## src/rtl/mdio_mgmt_ctrl.sv

```systemverilog
module mdio_mgmt_ctrl #(
  parameter int DW = 16
) (
  input  logic          clk,
  input  logic          rst_n,
  input  logic          wr_en,
  input  logic [2:0]    addr,
  input  logic [DW-1:0] wdata,
  output logic [DW-1:0] rdata,
  output logic          mdc,
  output logic          mdio_o,
  output logic          mdio_oe,
  input  logic          mdio_i
);
  logic [8:0]  mode_q;
  logic [2:0]  cmd_q;
  logic [4:0]  phy_q, reg_q;
  logic [15:0] tx_q, rx_q, rsh;
  logic        busy, is_rd, scan_run, link_fail, invalid;
  logic [31:0] frame;
  logic [5:0]  pos;
  logic [6:0]  cnt, half;
  logic        tick, rise, fall, cmd_wr, start, op_rd;

  assign half   = (mode_q[7:1] == 7'd0) ? 7'd1 : mode_q[7:1];
  assign tick   = busy && (cnt == half - 7'd1);
  assign rise   = tick && !mdc;
  assign fall   = tick && mdc;
  assign cmd_wr = wr_en && (addr == 3'd1);
  assign start  = cmd_wr && !busy && (wdata[2:0] != 3'b000);
  assign op_rd  = wdata[0] | wdata[1];

  assign mdio_o  = busy && (pos[5] ? frame[~pos[4:0]] : 1'b1);
  assign mdio_oe = busy && !(is_rd && pos >= 6'd46);

  always_comb begin
    rdata = '0;
    case (addr)
      3'd0: rdata[8:0] = mode_q;
      3'd1: rdata[2:0] = cmd_q;
      3'd2: rdata[12:0] = {reg_q, 3'b000, phy_q};
      3'd3: rdata[15:0] = tx_q;
      3'd4: rdata[15:0] = rx_q;
      3'd5: rdata[2:0] = {invalid, busy, link_fail};
      default: rdata = '0;
    endcase
  end

  always_ff @(posedge clk or negedge rst_n) begin
    if (!rst_n) begin
      mode_q <= '0; cmd_q <= '0; phy_q <= '0; reg_q <= '0;
      tx_q <= '0; rx_q <= '0; rsh <= '0; frame <= '0; pos <= '0; cnt <= '0;
      busy <= 1'b0; is_rd <= 1'b0; scan_run <= 1'b0;
      link_fail <= 1'b0; invalid <= 1'b0; mdc <= 1'b0;
    end else begin
      if (wr_en && addr == 3'd0) mode_q <= {wdata[8:1], 1'b0};
      if (wr_en && addr == 3'd2) begin
        phy_q <= wdata[4:0];
        reg_q <= wdata[12:8];
      end
      if (wr_en && addr == 3'd3) tx_q <= wdata[15:0];
      if (cmd_wr && !busy) cmd_q <= wdata[2:0];
      else if (cmd_wr && scan_run && !wdata[0]) cmd_q[0] <= 1'b0;

      if (start) begin
        busy     <= 1'b1;
        is_rd    <= op_rd;
        scan_run <= wdata[0];
        if (wdata[0]) invalid <= 1'b1;
        frame    <= {2'b01, op_rd ? 2'b10 : 2'b01, phy_q,
                     wdata[0] ? 5'd1 : reg_q, 2'b10, op_rd ? 16'h0000 : tx_q};
        pos      <= mode_q[8] ? 6'd32 : 6'd0;
        cnt      <= '0;
        mdc      <= 1'b0;
      end else if (busy) begin
        if (!tick) cnt <= cnt + 7'd1;
        else begin
          cnt <= '0;
          mdc <= ~mdc;
          if (rise && is_rd && pos >= 6'd48) rsh <= {rsh[14:0], mdio_i};
          if (fall) begin
            if (pos == 6'd63) begin
              if (is_rd) rx_q <= rsh;
              if (scan_run) begin
                link_fail <= ~rsh[2];
                invalid   <= 1'b0;
              end
              if (scan_run && cmd_q[0]) pos <= mode_q[8] ? 6'd32 : 6'd0;
              else begin
                busy     <= 1'b0;
                scan_run <= 1'b0;
              end
            end else pos <= pos + 6'd1;
          end
        end
      end
    end
  end

  a_r1_idle_quiet: assert property (@(posedge clk) disable iff (!rst_n)
    !busy |-> (!mdio_oe && !mdc));
  a_r2_mdc_period: assert property (@(posedge clk) disable iff (!rst_n)
    (busy && $past(busy) && !$stable(mdc)) |-> ($past(cnt) == $past(half) - 7'd1));
  a_r3_change_low: assert property (@(posedge clk) disable iff (!rst_n)
    (busy && $past(busy) && !$stable(mdio_o)) |-> !mdc);
  a_r6_frame_held: assert property (@(posedge clk) disable iff (!rst_n)
    (busy && $past(busy)) |-> $stable(frame));
  a_r8_invalid_busy: assert property (@(posedge clk) disable iff (!rst_n)
    invalid |-> busy);
endmodule

```

## config.mk

```make
export PLATFORM = sky130hd
export DESIGN_NAME = mdio_mgmt_ctrl
export DESIGN_NICKNAME = d
export VERILOG_FILES = /design/src/rtl/mdio_mgmt_ctrl.sv
export SDC_FILE = /design/constraint.sdc
export NUM_CORES = 1
export LEC_CHECK = 0
export ABC_AREA = 1
export BUFFER_PORTS_ARGS = -buffer_cell sky130_fd_sc_hd__buf_2
export CAP_MARGIN = 40
export CORE_ASPECT_RATIO = 1.4
export CORE_UTILIZATION = 36
export CTS_BUF_LIST = sky130_fd_sc_hd__clkbuf_4 sky130_fd_sc_hd__clkbuf_8 sky130_fd_sc_hd__clkbuf_16
export CTS_CLUSTER_SIZE = 30
export DETAILED_ROUTE_END_ITERATION = 16
export MAX_ROUTING_LAYER = met4
export PLACE_DENSITY = 0.6
export SETUP_SLACK_MARGIN = 0.2
export SLEW_MARGIN = 40
export SYNTH_ARGS = -nofsm -noshare
export SYNTH_HDL_FRONTEND = slang
export SYNTH_SLANG_ARGS = --single-unit
```

## constraint.sdc

```tcl
create_clock -name clk -period 2.62 [get_ports clk]
set_input_delay 0.524 -clock clk [delete_from_list [all_inputs] [get_ports clk]]
set_output_delay 0.524 -clock clk [all_outputs]
set_load 0.005 [all_outputs]
```

### After elaboration in Yosys (flattened, before gate mapping)

Cells that the tools add are included.
Widths: inputs -> output; s select.

* register bits: 118
* input bits: 23
* output and inout bits: 19
* word-level logic and storage cells: 120

* $add $sub $neg: 3
* magnitude comparators: 3
* equality and inequality tests: 10
* muxes and demuxes: 45
* bitwise gates (word level): 5
* reduce and logical (&&, ||, !) cells: 37

Operator list (count)
* $mux 6: 7
* $mux 7: 4
* $mux 1: 26
* $pmux 6 s4: 1
* $pmux 3 s6: 1
* $reduce_and 6->1: 3
* $logic_and 1x1->1: 17
* $mux 16: 1
* $ge 6x6->1 const B: 2
* $pmux 4 s3: 1
* $reduce_bool 2->1: 6
* $reduce_and 4->1: 2
* $add 7x1->7 const B: 1
* $eq 7x7->1: 1
* $logic_not 7->1: 1
* $sub 7x1->7 const B: 1
* $add 6x1->6 const B: 1
* $eq 3x2->1 const B: 2
* $eq 3x3->1 const B: 2
* $eq 6x6->1 const B: 1
* $lt 5x6->1 const B: 1
* $pmux 3 s2: 1
* $bmux 1 s5: 1
* $mux 5: 1
* other kinds (12): 18

### Logic depth before layout (Yosys ltp)

Gate-level depths: netlist of the first run.

* depth in word-level cells: 10
* mapped depth: 19
* mapped depth without buffers: 18

### Least setup slack after synthesis of the first run

Ideal clock, no wire load.

* kind: reg-to-reg
* start point: register mode_q[3]
* end point: register pos[1]
* setup time: 0.118 ns
* arrival: 2.168 ns
* data required time: 2.502 ns
* slack: 0.334 ns
* stages on the path, launching flop included: 17
* path buffers: 1
* clock period less this slack: 2.286 ns
* path through: dfrtp_1 > nor2_2 > nand2_1 > o21ai_1 > inv_1 > ha_1 > a21oi_1 > o21ai_1 > nor2_1 > nand3_1 > nor2_2 > nand3_1 > nand2_1 > nand2_1 > buf_6 > nand2_1 > o21ai_2

* cells in the longest elaborated chain, start to end: 8
* elaborated cells on any way between the ends: 9
* those cells by class: 1 x add/sub; 1 x eq/ne; 1 x mux; 6 x reduce/logical

Ends and longest elaborated chain
* start, declared: RTL line 15 `logic [8:0] mode_q;`
* start signal, assigned: RTL line 56 `if (wr_en && addr == 3'd0) mode_q <= {wdata[8:1], 1'b0};`
* $logic_not 7->1: RTL line 25 `assign half = (mode_q[7:1] == 7'd0) ? 7'd1 : mode_q[7:1];`
* $mux 7 *: RTL line 25
* $sub 7x1->7 *: RTL line 26 `assign tick = busy && (cnt == half - 7'd1);`
* $eq 7x7->1 *: RTL line 26
* $logic_and 1x1->1 *: RTL line 26
* $logic_and 1x1->1: RTL line 28 `assign fall = tick && mdc;`
* $reduce_bool 2->1 (no source line)
* $reduce_and 4->1 (no source line) *
* end signal, assigned: RTL line 72 `pos <= mode_q[8] ? 6'd32 : 6'd0;`
* end signal, assigned: RTL line 88 `if (scan_run && cmd_q[0]) pos <= mode_q[8] ? 6'd32 : 6'd0;`
* end signal, assigned: RTL line 93 `end else pos <= pos + 6'd1;`
* end, declared: RTL line 21 `logic [5:0] pos;`

Mark *: on every way between the ends. The rest lies on a longest branch, timed or not.
A chain may end at the register's enable or synchronous reset.

### Worst setup path after layout of the first run

* start point: register pos[0]
* end point: output mdio_oe

* cells in the longest elaborated chain, start to end: 4

Ends and longest elaborated chain
* $ge 6x6->1: RTL line 34 `assign mdio_oe = busy && !(is_rd && pos >= 6'd46);`
* $logic_and 1x1->1: RTL line 34
* $logic_not 1->1: RTL line 34
* $logic_and 1x1->1: RTL line 34
* end, declared: RTL line 12 `output logic mdio_oe,`

No other way between the ends.

==> load_flow_metrics.sql, run 1 <==
INSERT INTO impl_metrics (metric_group, metric, value, unit) VALUES
('run_status', 'result_of_the_run', 'complete, no violations', ''),
('floorplanning', 'floorplan.rows', '53', ''),
('clock_tree', 'post_cts_hold_buffer_count', '0', ''),
('clock_tree', 'clk_pin_slew', '0.06', 'ns'),
('routing', 'drt_drc_violations_left', '0', ''),
('global_routing', 'grt_start_max_net_pins', '44', ''),
('global_routing', 'global_route_wire_length_before_repair', '24.4', 'mm'),
('sta', 'timing.final.crit_period', '2.40', 'ns'),
('clock_tree', 'worstSkewPairLatency', '0.42', 'ns'),
('global_routing', 'grt_antenna_before_repair', '0', ''),
('sta', 'final_cycle_utilization_of_the_critical_path', '91.6', '%'),
('sta', 'rsz0062_at_grt', 'yes', ''),
('logic_synthesis', 'yosys.area.top_type_share', '51.4', '%'),
('floorplanning', 'die-area', '16200', 'um2'),
('clock_tree', 'tritoncts.num_buffers', '17', ''),
('logic_synthesis', 'ys_seq_area_share', '51.4', '%'),
('floorplanning', 'initial_utilization', '37.2', '%'),
('setup_path', 'worst_setup_path_start_kind', 'register', ''),
('logic_synthesis', 'post_synth_main_area_contributors', 'sky130_fd_sc_hd__dfrtp_1 51%, sky130_fd_sc_hd__nand2_1 14%, sky130_fd_sc_hd__o21ai_0 6.4%', ''),
('layout', 'finalNonFillerCells', '971', ''),
('routing', 'dr.pass1.iters', '5', ''),
('logic_synthesis', 'syn_nets', '727', ''),
('floorplanning', 'die_height', '150', 'um'),
('flow_run', 'cap_violations', '0', ''),
('place', 'dp.final_hpwl', '11.2', 'mm'),
('logic_synthesis', 'synth.largest_area_cell', 'sky130_fd_sc_hd__dfrtp_1', ''),
('layout', 'drive_above_1_share', '19.4', '%'),
('place', 'port_buffers', '41', ''),
('setup_path', 'maximum_net_fanout_on_the_critical_path', '14', ''),
('clock_tree', 'cts_max_path_buffers', '2', ''),
('clock_tree', 'cts.sinks', '116', ''),
('logic_synthesis', 'number_of_enable_flip_flop_cells_after_synthesis', '0', ''),
('logic_synthesis', 'synthFlopType', 'sky130_fd_sc_hd__dfrtp_1', ''),
('logic_synthesis', 'ys_async_sr_fraction', '100', '%'),
('setup_path', 'crit_buf_inv', '3', ''),
('routing', 'viasPerCell', '4.99', ''),
('logic_synthesis', 'avgSynthCellArea', '8.06', 'um2'),
('setup_path', 'worst_path_max_delay_cell', 'sky130_fd_sc_hd__dfrtp_2', ''),
('layout', 'layout.cell_area.non_filler', '6990', 'um2'),
('floorplanning', 'area_of_the_core', '15200', 'um2'),
('sta', 'hold-worst-slack', '0.0771', 'ns'),
('sta', 'highest_attainable_clock_frequency', '417', 'MHz'),
('hold_path', 'holdCritPathClass', 'input pin to asynchronous set/reset pin', ''),
('routing', 'drt_wl_total', '15.2', 'mm'),
('power_and_ir_drop', 'static_leakage', '3.58', 'nW'),
('setup_path', 'reg2reg_slack', '0.37', 'ns'),
('sta', 'final_hold_viol_count', '0', ''),
('clock_tree', 'clock_tree.htree_level_count', '4', ''),
('clock_tree', 'clockRootBuffer', 'sky130_fd_sc_hd__clkbuf_16', ''),
('place', 'place_area', '6150', 'um2'),
('sta', 'slew_headroom', '53.7', '%'),
('place', 'placed_cells', '931', ''),
('sta', 'finClkSkew', '0.0104', 'ns'),
('layout', 'antenna_cells_inserted', '0', ''),
('setup_path', 'required', '2.10', 'ns'),
('sta', 'tightestPinTransition', '0.691', 'ns'),
('setup_path', 'crit_chain', 'clkinvlp_4 > buf_12 > ha_1 > o211ai_1 > nand2_1 > a21oi_2 > buf_2', ''),
('layout', 'finalNetCount', '793', ''),
('sta', 'setup-violations-final', '0', ''),
('power_and_ir_drop', 'power.ir.vdd_worst', '440', 'uV'),
('routing', 'vias', '4846', ''),
('global_routing', 'vias_in_the_first_global_route', '4663', ''),
('clock_tree', 'cts_tree', 'built', ''),
('global_routing', 'gr-usage-all-layers', '20.6', '%'),
('setup_path', 'critical_path.top_delay_family', 'flip-flops', ''),
('sta', 'timing.setup.tns', '0', 'ns'),
('setup_path', 'critPathArrivalTime', '1.88', 'ns'),
('logic_synthesis', 'yosysWarnings', '0', ''),
('place', 'placer_congestion_estimate', '0.883', ''),
('sta', 'timing.final.max_slew_violations', '0', ''),
('routing', 'wire_per_inst', '15.7', 'um');
## synth_stat cells (2+ instances only)
master	number
sky130_fd_sc_hd__nand2_1	213
sky130_fd_sc_hd__xnor2_1	5
sky130_fd_sc_hd__or2_2	2
sky130_fd_sc_hd__clkbuf_1	14
sky130_fd_sc_hd__dfrtp_1	116
sky130_fd_sc_hd__buf_6	3
sky130_fd_sc_hd__nand3_1	61
sky130_fd_sc_hd__o211ai_1	8
sky130_fd_sc_hd__buf_4	2
sky130_fd_sc_hd__o21ai_2	6
sky130_fd_sc_hd__nor2_1	29
sky130_fd_sc_hd__o221ai_1	3
sky130_fd_sc_hd__o22ai_1	11
sky130_fd_sc_hd__inv_1	79
sky130_fd_sc_hd__o21ai_1	4
sky130_fd_sc_hd__inv_2	7
sky130_fd_sc_hd__a22oi_1	2
sky130_fd_sc_hd__o2111ai_1	3
sky130_fd_sc_hd__o21ai_0	72
sky130_fd_sc_hd__nor2_2	2
sky130_fd_sc_hd__nor3_1	5
sky130_fd_sc_hd__ha_1	4
sky130_fd_sc_hd__nand2_4	2
sky130_fd_sc_hd__nand2_2	2
sky130_fd_sc_hd__a21oi_1	19
sky130_fd_sc_hd__buf_2	7
sky130_fd_sc_hd__xor2_1	5
sky130_fd_sc_hd__a221oi_1	3
## timing repair
action,CTS,global route
cloned,0,1
endpoints found under the hold margin,0,0
setup buffers,3,4
setup endpoints to repair,24,51
resized for setup,9,32
pin swaps,0,10
## worst reg2reg max path, cell delays in order (launching register included)
cell and delay (ns):
sky130_fd_sc_hd__dfrtp_1 0.38, sky130_fd_sc_hd__nor2_2 0.14, sky130_fd_sc_hd__nand2_2 0.08, sky130_fd_sc_hd__o21ai_2 0.17, sky130_fd_sc_hd__inv_2 0.06, sky130_fd_sc_hd__ha_4 0.24, sky130_fd_sc_hd__a21oi_2 0.11, sky130_fd_sc_hd__o21ai_1 0.07
sky130_fd_sc_hd__nor2_1 0.10, sky130_fd_sc_hd__nand3_1 0.11, sky130_fd_sc_hd__nor2_4 0.16, sky130_fd_sc_hd__nand4_4 0.14, sky130_fd_sc_hd__clkinv_4 0.14, sky130_fd_sc_hd__buf_12 0.13, sky130_fd_sc_hd__nand3_1 0.08, sky130_fd_sc_hd__nand2_1 0.08
## through the flow
stage / worst slack, ns / power (W) / utilization (%)
floorplan: 0.334 / 0.00294 / -
global placement: 0.101 / 0.00334 / 40.5
detailed placement: 0.0361 / 0.00335 / 40.5
CTS: 0.195 / 0.00581 / 44.9
global route: 0.114 / 0.00616 / 46.0
finish: 0.220 / 0.00587 / 46.0
## path summary, 6_finish.rpt
kind | start | end | depth (start not counted)
setup / recovery | pos[0] | mdio_oe | 7
hold / removal | rst_n | rx_q[12] | 1
setup reg to reg | mode_q[4] | rx_q[7] | 15
hold reg to reg | rx_q[6] | rx_q[6] | 2
max in group asynchronous | rst_n | mode_q[5] | 2
min in group clk | mdio_i | rsh[0] | 3
## layout by cell type (no fill, tap or decap), drive strengths merged, types with 2 or more instances in the layout
| cell | n |
|---|---|
| clkbuf | 19 |
| dfrtp | 116 |
| o211ai | 8 |
| buf | 72 |
| xnor2 | 5 |
| a21oi | 20 |
| o22ai | 11 |
| bufinv | 2 |
| o2111ai | 3 |
| clkinv | 3 |
| o221ai | 3 |
| nand4 | 2 |
| nor3 | 5 |
| o21ai | 82 |
| clkinvlp | 4 |
| a221oi | 3 |
| xor2 | 6 |
| a22oi | 2 |
| or2 | 2 |
| nand2 | 217 |
| inv | 93 |
| nor2 | 31 |
| nand3 | 61 |
| ha | 4 |
## kinds of logic after synthesis
| family | after synthesis | synth area share, % |
|---|---|---|
| xor gates and xnor gates | 11 | 1.84 |
| buffers and inverters | 114 | 8.31 |
| AOI/OAI and AO/OA | 135 | 13.9 |
| adders and majority gates | 4 | 0.887 |
| and+or+nand+nor | 319 | 23.5 |
| muxes | 1 | 0.177 |
| DFF | 116 | 51.4 |
## state kept, by name, summed over array words and instances, names as in the netlist
name       flops
rx_q          16
tx_q          16
reg_q          5
phy_q          5
cmd_q          3
mdc            1
scan_run       1
pos            6
link_fail      1
invalid        1
rsh           16
cnt            7
busy           1
frame         29
mode_q         8
## area by class of cell
| cell class | instances | area, um2 |
|---|---|---|
| Clock buffer | 18 | 439 |
| Clock inverter | 14 | 164 |
| Fill cell | 1462 | 8200 |
| Inverter | 88 | 342 |
| Multi-Input combinational cell | 470 | 2380 |
| Sequential cell | 116 | 2910 |
| Tap cell | 192 | 240 |
| Timing Repair Buffer | 73 | 514 |
## power breakdown
part	internal, W	switching [W]
clock	0.00145	0.000927
combinational	0.000545	0.000759
sequential	0.00198	0.000209
## routing by layer
metal / up-vias / global-route usage [%] / wire length (um)
met3: 23 / 3.55 / 487
met1: 2317 / 24.7 / 6490
met5: - / - / 0
li1: 2402 / - / -
met2: 104 / 34.1 / 7870
met4: 0 / 8.77 / 403
(Power assumes the default switching activity.)
==> inputs of run 2 (changes only) <==
--- a/config.mk
+++ b/config.mk
@@ -13,6 +13,7 @@
 export CTS_BUF_LIST = sky130_fd_sc_hd__clkbuf_4 sky130_fd_sc_hd__clkbuf_8 sky130_fd_sc_hd__clkbuf_16
 export CTS_CLUSTER_SIZE = 30
 export DETAILED_ROUTE_END_ITERATION = 16
+export GPL_TIMING_DRIVEN = 0
 export MAX_ROUTING_LAYER = met4
 export PLACE_DENSITY = 0.6
 export SETUP_SLACK_MARGIN = 0.2
==> load_flow_metrics.sql, run 2 (same netlist as run 1, synthesis figures left out) <==
INSERT INTO impl_metrics (metric_group, metric, value, unit) VALUES
('floorplanning', 'ios', '42', ''),
('setup_path', 'reg2reg_slack', '0.23', 'ns'),
('routing', 'dr.pass1.iters', '5', ''),
('layout', 'antenna_cells_inserted', '0', ''),
('setup_path', 'worst_path_largest_cell_delay', '0.45', 'ns'),
('clock_tree', 'clock_tree.htree_level_count', '4', ''),
('hold_path', 'holdCritPathClass', 'input pin to asynchronous set/reset pin', ''),
('layout', 'synthToLayoutAreaGrowth', '27.9', '%'),
('global_routing', 'grt_antenna_before_repair', '0', ''),
('power_and_ir_drop', 'clock_power_share', '38.4', '%'),
('layout', 'finalNonFillerCells', '989', ''),
('global_routing', 'global_route_wire_length_before_repair', '25.2', 'mm'),
('sta', 'highest_attainable_clock_frequency', '402', 'MHz'),
('power_and_ir_drop', 'static_leakage', '3.65', 'nW'),
('setup_path', 'crit_chain', 'buf_8 > buf_4 > o21ai_1 > o211ai_1 > nand2_1 > nand2_1 > a311oi_1 > nor2_1 > buf_2', ''),
('setup_path', 'criticalPathCategory', 'register to output port', ''),
('layout', 'most-common-layout-cells', '184 x sky130_fd_sc_hd__nand2_1, 110 x sky130_fd_sc_hd__dfrtp_1, 75 x sky130_fd_sc_hd__inv_1', ''),
('setup_path', 'critical_path.most_common_cell', 'sky130_fd_sc_hd__nand2_1', ''),
('global_routing', 'vias_in_the_first_global_route', '4904', ''),
('sta', 'finClkSkew', '0.00890', 'ns'),
('power_and_ir_drop', 'total_power', '0.00589', 'W'),
('setup_path', 'cp-end-kind', 'output port', ''),
('clock_tree', 'cts_max_path_buffers', '2', ''),
('routing', 'vias', '4913', ''),
('sta', 'hold-worst-slack', '-0.000166', 'ns'),
('run_status', 'violations', 'negative hold slack', ''),
('clock_tree', 'clk_pin_slew', '0.06', 'ns'),
('routing', 'viasPerCell', '4.97', ''),
('place', 'dp.final_hpwl', '11.4', 'mm'),
('clock_tree', 'tritoncts.num_buffers', '17', ''),
('run_status', 'result_of_the_run', 'finished, violations left', ''),
('floorplanning', 'initial_utilization', '37.2', '%'),
('layout', 'max_flop_register', 'frame', ''),
('setup_path', 'worst_path_max_delay_cell', 'sky130_fd_sc_hd__dfrtp_2', ''),
('layout', 'largest_register_ffs', '29', ''),
('routing', 'wire_per_inst', '15.9', 'um'),
('place', 'port_buffers', '41', ''),
('setup_path', 'worst_setup_path_start_kind', 'register', ''),
('sta', 'tightestPinTransition', '0.821', 'ns'),
('place', 'placed_cells', '934', ''),
('global_routing', 'gr-usage-all-layers', '21.3', '%'),
('setup_path', 'critPathArrivalTime', '1.96', 'ns'),
('routing', 'route.antenna.remaining_nets', '0', ''),
('sta', 'timing.final.crit_period', '2.49', 'ns'),
('power_and_ir_drop', 'intPower', '0.00395', 'W'),
('sta', 'slew_headroom', '45.0', '%'),
('clock_tree', 'post_cts_hold_buffer_count', '0', ''),
('clock_tree', 'clockRootBuffer', 'sky130_fd_sc_hd__clkbuf_16', ''),
('floorplanning', 'floorplan.rows', '53', ''),
('clock_tree', 'cts.sinks', '116', ''),
('power_and_ir_drop', 'netSwitchingFraction', '32.9', '%'),
('sta', 'final_hold_viol_count', '1', ''),
('routing', 'drt_drc_violations_left', '0', ''),
('place', 'placer_congestion_estimate', '0.925', ''),
('setup_path', 'maximum_net_fanout_on_the_critical_path', '9', ''),
('layout', 'fill_cells', '1448', ''),
('routing', 'drt_wl_total', '15.7', 'mm'),
('sta', 'rsz0062_at_grt', 'yes', ''),
('clock_tree', 'worstSkewPairLatency', '0.41', 'ns'),
('sta', 'timing.setup.tns', '0', 'ns'),
('sta', 'timing.final.max_slew_violations', '0', ''),
('flow_run', 'cap_violations', '0', ''),
('power_and_ir_drop', 'pwr_density_cell', '815', 'nW/um2'),
('sta', 'final_cycle_utilization_of_the_critical_path', '94.9', '%'),
('power_and_ir_drop', 'power.ir.vdd_worst', '352', 'uV'),
('floorplanning', 'die-area', '16200', 'um2'),
('power_and_ir_drop', 'seq_power_share', '37.2', '%'),
('floorplanning', 'die_height', '150', 'um'),
('routing', 'initial_detailed_routing_violation_count', '293', ''),
('setup_path', 'worst_r2r_path_depth', '16', ''),
('layout', 'finalNetCount', '811', ''),
('floorplanning', 'area_of_the_core', '15200', 'um2'),
('layout', 'final_common_cell', 'sky130_fd_sc_hd__nand2_1', ''),
('power_and_ir_drop', 'net_switching_power_figure', '0.00194', 'W'),
('place', 'place_area', '6130', 'um2'),
('global_routing', 'grt.overflow.total', '0', ''),
('layout', 'layout.cell_area.non_filler', '7220', 'um2'),
('global_routing', 'grt_start_max_net_pins', '68', ''),
('layout', 'utilization', '47.5', '%'),
('floorplanning', 'die_width', '108', 'um'),
('sta', 'setup-violations-final', '0', ''),
('layout', 'drive_above_1_share', '24.1', '%'),
('setup_path', 'required', '2.10', 'ns'),
('power_and_ir_drop', 'comb_power_share', '24.4', '%'),
('clock_tree', 'cts_tree', 'built', '');
-- run 2: repair_timing --
action                                  in CTS  in global routing
gates resized for setup                     25                 78
gates cloned                                 0                  4
endpoints found under the setup margin      46                 57
pin swaps                                    9                 14
buffers inserted                             9                 10
-- run 2: layout make-up --
cell class,instances,area [um2],area share [%]
clock buffer,18,433,6.00
tap,192,240,3.33
clock inverter,14,140,1.94
sequential,116,2910,40.3
buffer,26,185,2.56
inverter,88,344,4.77
timing repair buffer,65,474,6.57
multi-input combinational,470,2490,34.5
-- run 2: worst paths after layout --
path | start | to
worst max-delay path | pos[0] | mdio_o
worst min-delay path | rst_n | rx_q[14]
worst max register to register | mode_q[6] | rx_q[1]
worst min register to register | frame[23] | frame[23]
max in group asynchronous | rst_n | mode_q[3]
min in group clk | mdio_i | rsh[0]
-- run 2: critical path: cells and delay by family, from the launching register on --
kind            cells  cell delay (ns)
buf+inv             3             0.44
flops               1             0.45
simple gates        3             0.20
compound gates      3             0.47
-- run 2: power by group through the flow --
stage	clock network, W	logic [W]	registers [W]
CTS	0.00229	0.00122	0.00217
global route	0.00238	0.00159	0.00221
detailed placement	0	0.00110	0.00221
floorplan	0	0.000793	0.00214
global placement	0	0.00108	0.00220
finish	0.00226	0.00144	0.00219
-- run 2: per-stage QoR --
step	hold slack, ns	setup WS (ns)
2_1_floorplan	0.228	0.334
3_3_place_gp	0.453	-0.487
3_5_place_dp	0.456	-0.0269
4_1_cts	0.0181	0.134
5_1_grt	0.0208	0.0360
6_report	-0.000166	0.133
-- run 2: routing by layer --
| layer | wire length (um) | global-route usage, % | up-vias |
|---|---|---|---|
| li1 | - | - | 2445 |
| met1 | 6640 | 25.1 | 2337 |
| met2 | 8100 | 35.7 | 95 |
| met3 | 506 | 3.42 | 36 |
| met4 | 481 | 9.25 | 0 |
| met5 | 0 | - | - |
==> inputs of run 3 (changes only) <==
==> constraint.sdc (replaced) <==
create_clock -name clk -period 2.4 [get_ports clk]
set_input_delay 0.48 -clock clk [delete_from_list [all_inputs] [get_ports clk]]
set_output_delay 0.48 -clock clk [all_outputs]
set_load 0.005 [all_outputs]
==> load_flow_metrics.sql, run 3 (same netlist as run 1, synthesis figures left out) <==
INSERT INTO impl_metrics (metric_group, metric, value, unit) VALUES
('layout', 'largest_register_ffs', '29', ''),
('setup_path', 'worst_path_largest_cell_delay', '0.44', 'ns'),
('place', 'dp.final_hpwl', '11.4', 'mm'),
('layout', 'finalNetCount', '819', ''),
('sta', 'tightestPinTransition', '0.838', 'ns'),
('power_and_ir_drop', 'seq_power_share', '36.4', '%'),
('routing', 'drt_drc_violations_left', '0', ''),
('global_routing', 'grt.overflow.total', '0', ''),
('floorplanning', 'area_of_the_core', '15200', 'um2'),
('sta', 'finClkSkew', '0.00871', 'ns'),
('layout', 'most-common-layout-cells', '158 x sky130_fd_sc_hd__nand2_1, 112 x sky130_fd_sc_hd__dfrtp_1, 71 x sky130_fd_sc_hd__inv_1', ''),
('layout', 'synthToLayoutAreaGrowth', '33.0', '%'),
('power_and_ir_drop', 'comb_power_share', '27.1', '%'),
('setup_path', 'critPathArrivalTime', '1.93', 'ns'),
('floorplanning', 'die-area', '16200', 'um2'),
('power_and_ir_drop', 'power.ir.vdd_worst', '386', 'uV'),
('sta', 'timing.final.crit_period', '2.41', 'ns'),
('setup_path', 'maximum_net_fanout_on_the_critical_path', '10', ''),
('sta', 'timing.setup.tns', '-0.00794', 'ns'),
('floorplanning', 'floorplan.rows', '53', ''),
('sta', 'hold-worst-slack', '0.308', 'ns'),
('clock_tree', 'clk_pin_slew', '0.06', 'ns'),
('routing', 'initial_detailed_routing_violation_count', '369', ''),
('sta', 'setup-violations-final', '1', ''),
('layout', 'max_flop_register', 'frame', ''),
('layout', 'antenna_cells_inserted', '0', ''),
('global_routing', 'grt_antenna_before_repair', '0', ''),
('clock_tree', 'cts_max_path_buffers', '2', ''),
('sta', 'final_cycle_utilization_of_the_critical_path', '100', '%'),
('clock_tree', 'clockRootBuffer', 'sky130_fd_sc_hd__clkbuf_16', ''),
('layout', 'layout.cell_area.non_filler', '7510', 'um2'),
('place', 'placer_congestion_estimate', '0.910', ''),
('hold_path', 'holdCritPathClass', 'input pin to register', ''),
('run_status', 'violations', 'negative setup slack', ''),
('power_and_ir_drop', 'netSwitchingFraction', '34.3', '%'),
('floorplanning', 'initial_utilization', '37.2', '%'),
('floorplanning', 'die_height', '150', 'um'),
('routing', 'met3_length', '505', 'um'),
('routing', 'wl_met1', '6.61', 'mm'),
('routing', 'routed-wl-met2', '8.51', 'mm'),
('routing', 'top_layer', 'met4', ''),
('sta', 'layout_setup_ws', '-0.00794', 'ns'),
('power_and_ir_drop', 'pwr_density_cell', '873', 'nW/um2'),
('clock_tree', 'cts.sinks', '116', ''),
('flow_run', 'cap_violations', '0', ''),
('global_routing', 'vias_in_the_first_global_route', '5200', ''),
('routing', 'route.antenna.remaining_nets', '0', ''),
('clock_tree', 'worstSkewPairLatency', '0.42', 'ns'),
('floorplanning', 'die_width', '108', 'um'),
('routing', 'wire_per_inst', '16.4', 'um'),
('layout', 'final_common_cell', 'sky130_fd_sc_hd__nand2_1', ''),
('place', 'port_buffers', '41', ''),
('layout', 'drive_above_1_share', '30.7', '%'),
('power_and_ir_drop', 'clock_power_share', '36.4', '%'),
('sta', 'final_hold_viol_count', '0', ''),
('global_routing', 'grt_start_max_net_pins', '63', ''),
('layout', 'utilization', '49.5', '%'),
('routing', 'vias', '5097', ''),
('floorplanning', 'ios', '42', ''),
('sta', 'slew_headroom', '43.8', '%'),
('sta', 'rsz0062_at_grt', 'yes', ''),
('routing', 'viasPerCell', '5.11', ''),
('setup_path', 'worst_setup_path_start_kind', 'register', ''),
('clock_tree', 'tritoncts.num_buffers', '17', ''),
('clock_tree', 'clock_tree.htree_level_count', '4', ''),
('routing', 'dr.pass1.iters', '5', ''),
('power_and_ir_drop', 'net_switching_power_figure', '0.00225', 'W'),
('setup_path', 'required', '1.92', 'ns'),
('setup_path', 'cp-end-kind', 'output port', ''),
('run_status', 'result_of_the_run', 'finished, violations left', ''),
('global_routing', 'global_route_wire_length_before_repair', '26.4', 'mm'),
('setup_path', 'criticalPathCategory', 'register to output port', ''),
('global_routing', 'gr-usage-all-layers', '22.4', '%'),
('power_and_ir_drop', 'intPower', '0.00431', 'W'),
('setup_path', 'crit_chain', 'clkbuf_4 > o21ai_0 > o22ai_1 > o211ai_1 > nand4_1 > nand2_1 > nor2_1 > buf_2', ''),
('setup_path', 'worst_path_max_delay_cell', 'sky130_fd_sc_hd__dfrtp_2', ''),
('sta', 'highest_attainable_clock_frequency', '415', 'MHz'),
('clock_tree', 'cts_tree', 'built', ''),
('sta', 'timing.final.max_slew_violations', '0', ''),
('power_and_ir_drop', 'static_leakage', '3.73', 'nW'),
('place', 'place_area', '6150', 'um2'),
('routing', 'drt_wl_total', '16.4', 'mm');
-- run 3: cell count changes in the layout (fill, tap and decap cells not counted), sizes merged --
cell and change:
clkinv +1, inv -1, clkinvlp +1, bufinv -1
buf +8, dlygate4sd3 +1, clkbuf -1
-- run 3: cell type report --
| cell class | instances | area (um2) |
|---|---|---|
| fill | 1449 | 7670 |
| sequential | 116 | 2910 |
| multi-input combinational | 470 | 2700 |
| timing repair buffer | 73 | 557 |
| clock buffer | 18 | 439 |
| inverter | 88 | 352 |
| tap | 192 | 240 |
| buffer | 26 | 199 |
| clock inverter | 14 | 120 |
-- run 3: power by group through the flow --
stage	Sequential (W)	Combinational (W)	Clock (W)
floorplan	0.00234	0.000878	0
global placement	0.00240	0.00119	0
detailed placement	0.00241	0.00122	0
CTS	0.00237	0.00153	0.00242
global route	0.00242	0.00196	0.00250
finish	0.00239	0.00178	0.00239
-- run 3: stage by stage --
step	total power, W	cells	setup slack [ns]
final	0.00656	997	-0.00794
after global routing	0.00687	997	-0.140
after CTS	0.00632	990	-0.0164
after detailed placement	0.00363	934	-0.134
after global placement	0.00359	933	-0.648
after floorplan	0.00322	700	0.212
-- run 3: per-layer routing --
layer / up-vias / GRT usage, %
met1: 2447 / 25.1
li1: 2468 / -
met5: - / -
met4: 0 / 11.2
met3: 55 / 3.46
met2: 127 / 38.6
-- run 3: what timing repair did --
item / CTS / global route
endpoints found under the hold margin: 23 / 0
endpoints found under the setup margin: 59 / 63
setup buffers: 19 / 6
cloned: 4 / 1
pin swaps: 14 / 20
hold buffers: 1 / 0
resized for setup: 96 / 79
-- run 3: final timing paths --
| path | start | to | slack [ns] | cells after the start |
|---|---|---|---|---|
| max in group asynchronous | rst_n | pos[1] | 1.15 | 3 |
| setup / recovery | pos[1] | mdio_o | -0.008 | 8 |
| hold / removal | mdio_i | rsh[0] | 0.31 | 3 |
| min in group asynchronous | rst_n | rx_q[15] | 0.57 | 2 |
| hold reg to reg | frame[26] | frame[26] | 0.47 | 2 |
| setup reg to reg | mode_q[6] | pos[2] | 0.05 | 18 |
-- run 3: worst max-delay path: cells and delay by family (launching register included) --
family                 cells  cell delay, ns
AO/OA/AOI/OAI              3            0.41
buffers and inverters      2            0.39
flip-flops                 1            0.44
AND/OR/NAND/NOR            3            0.26
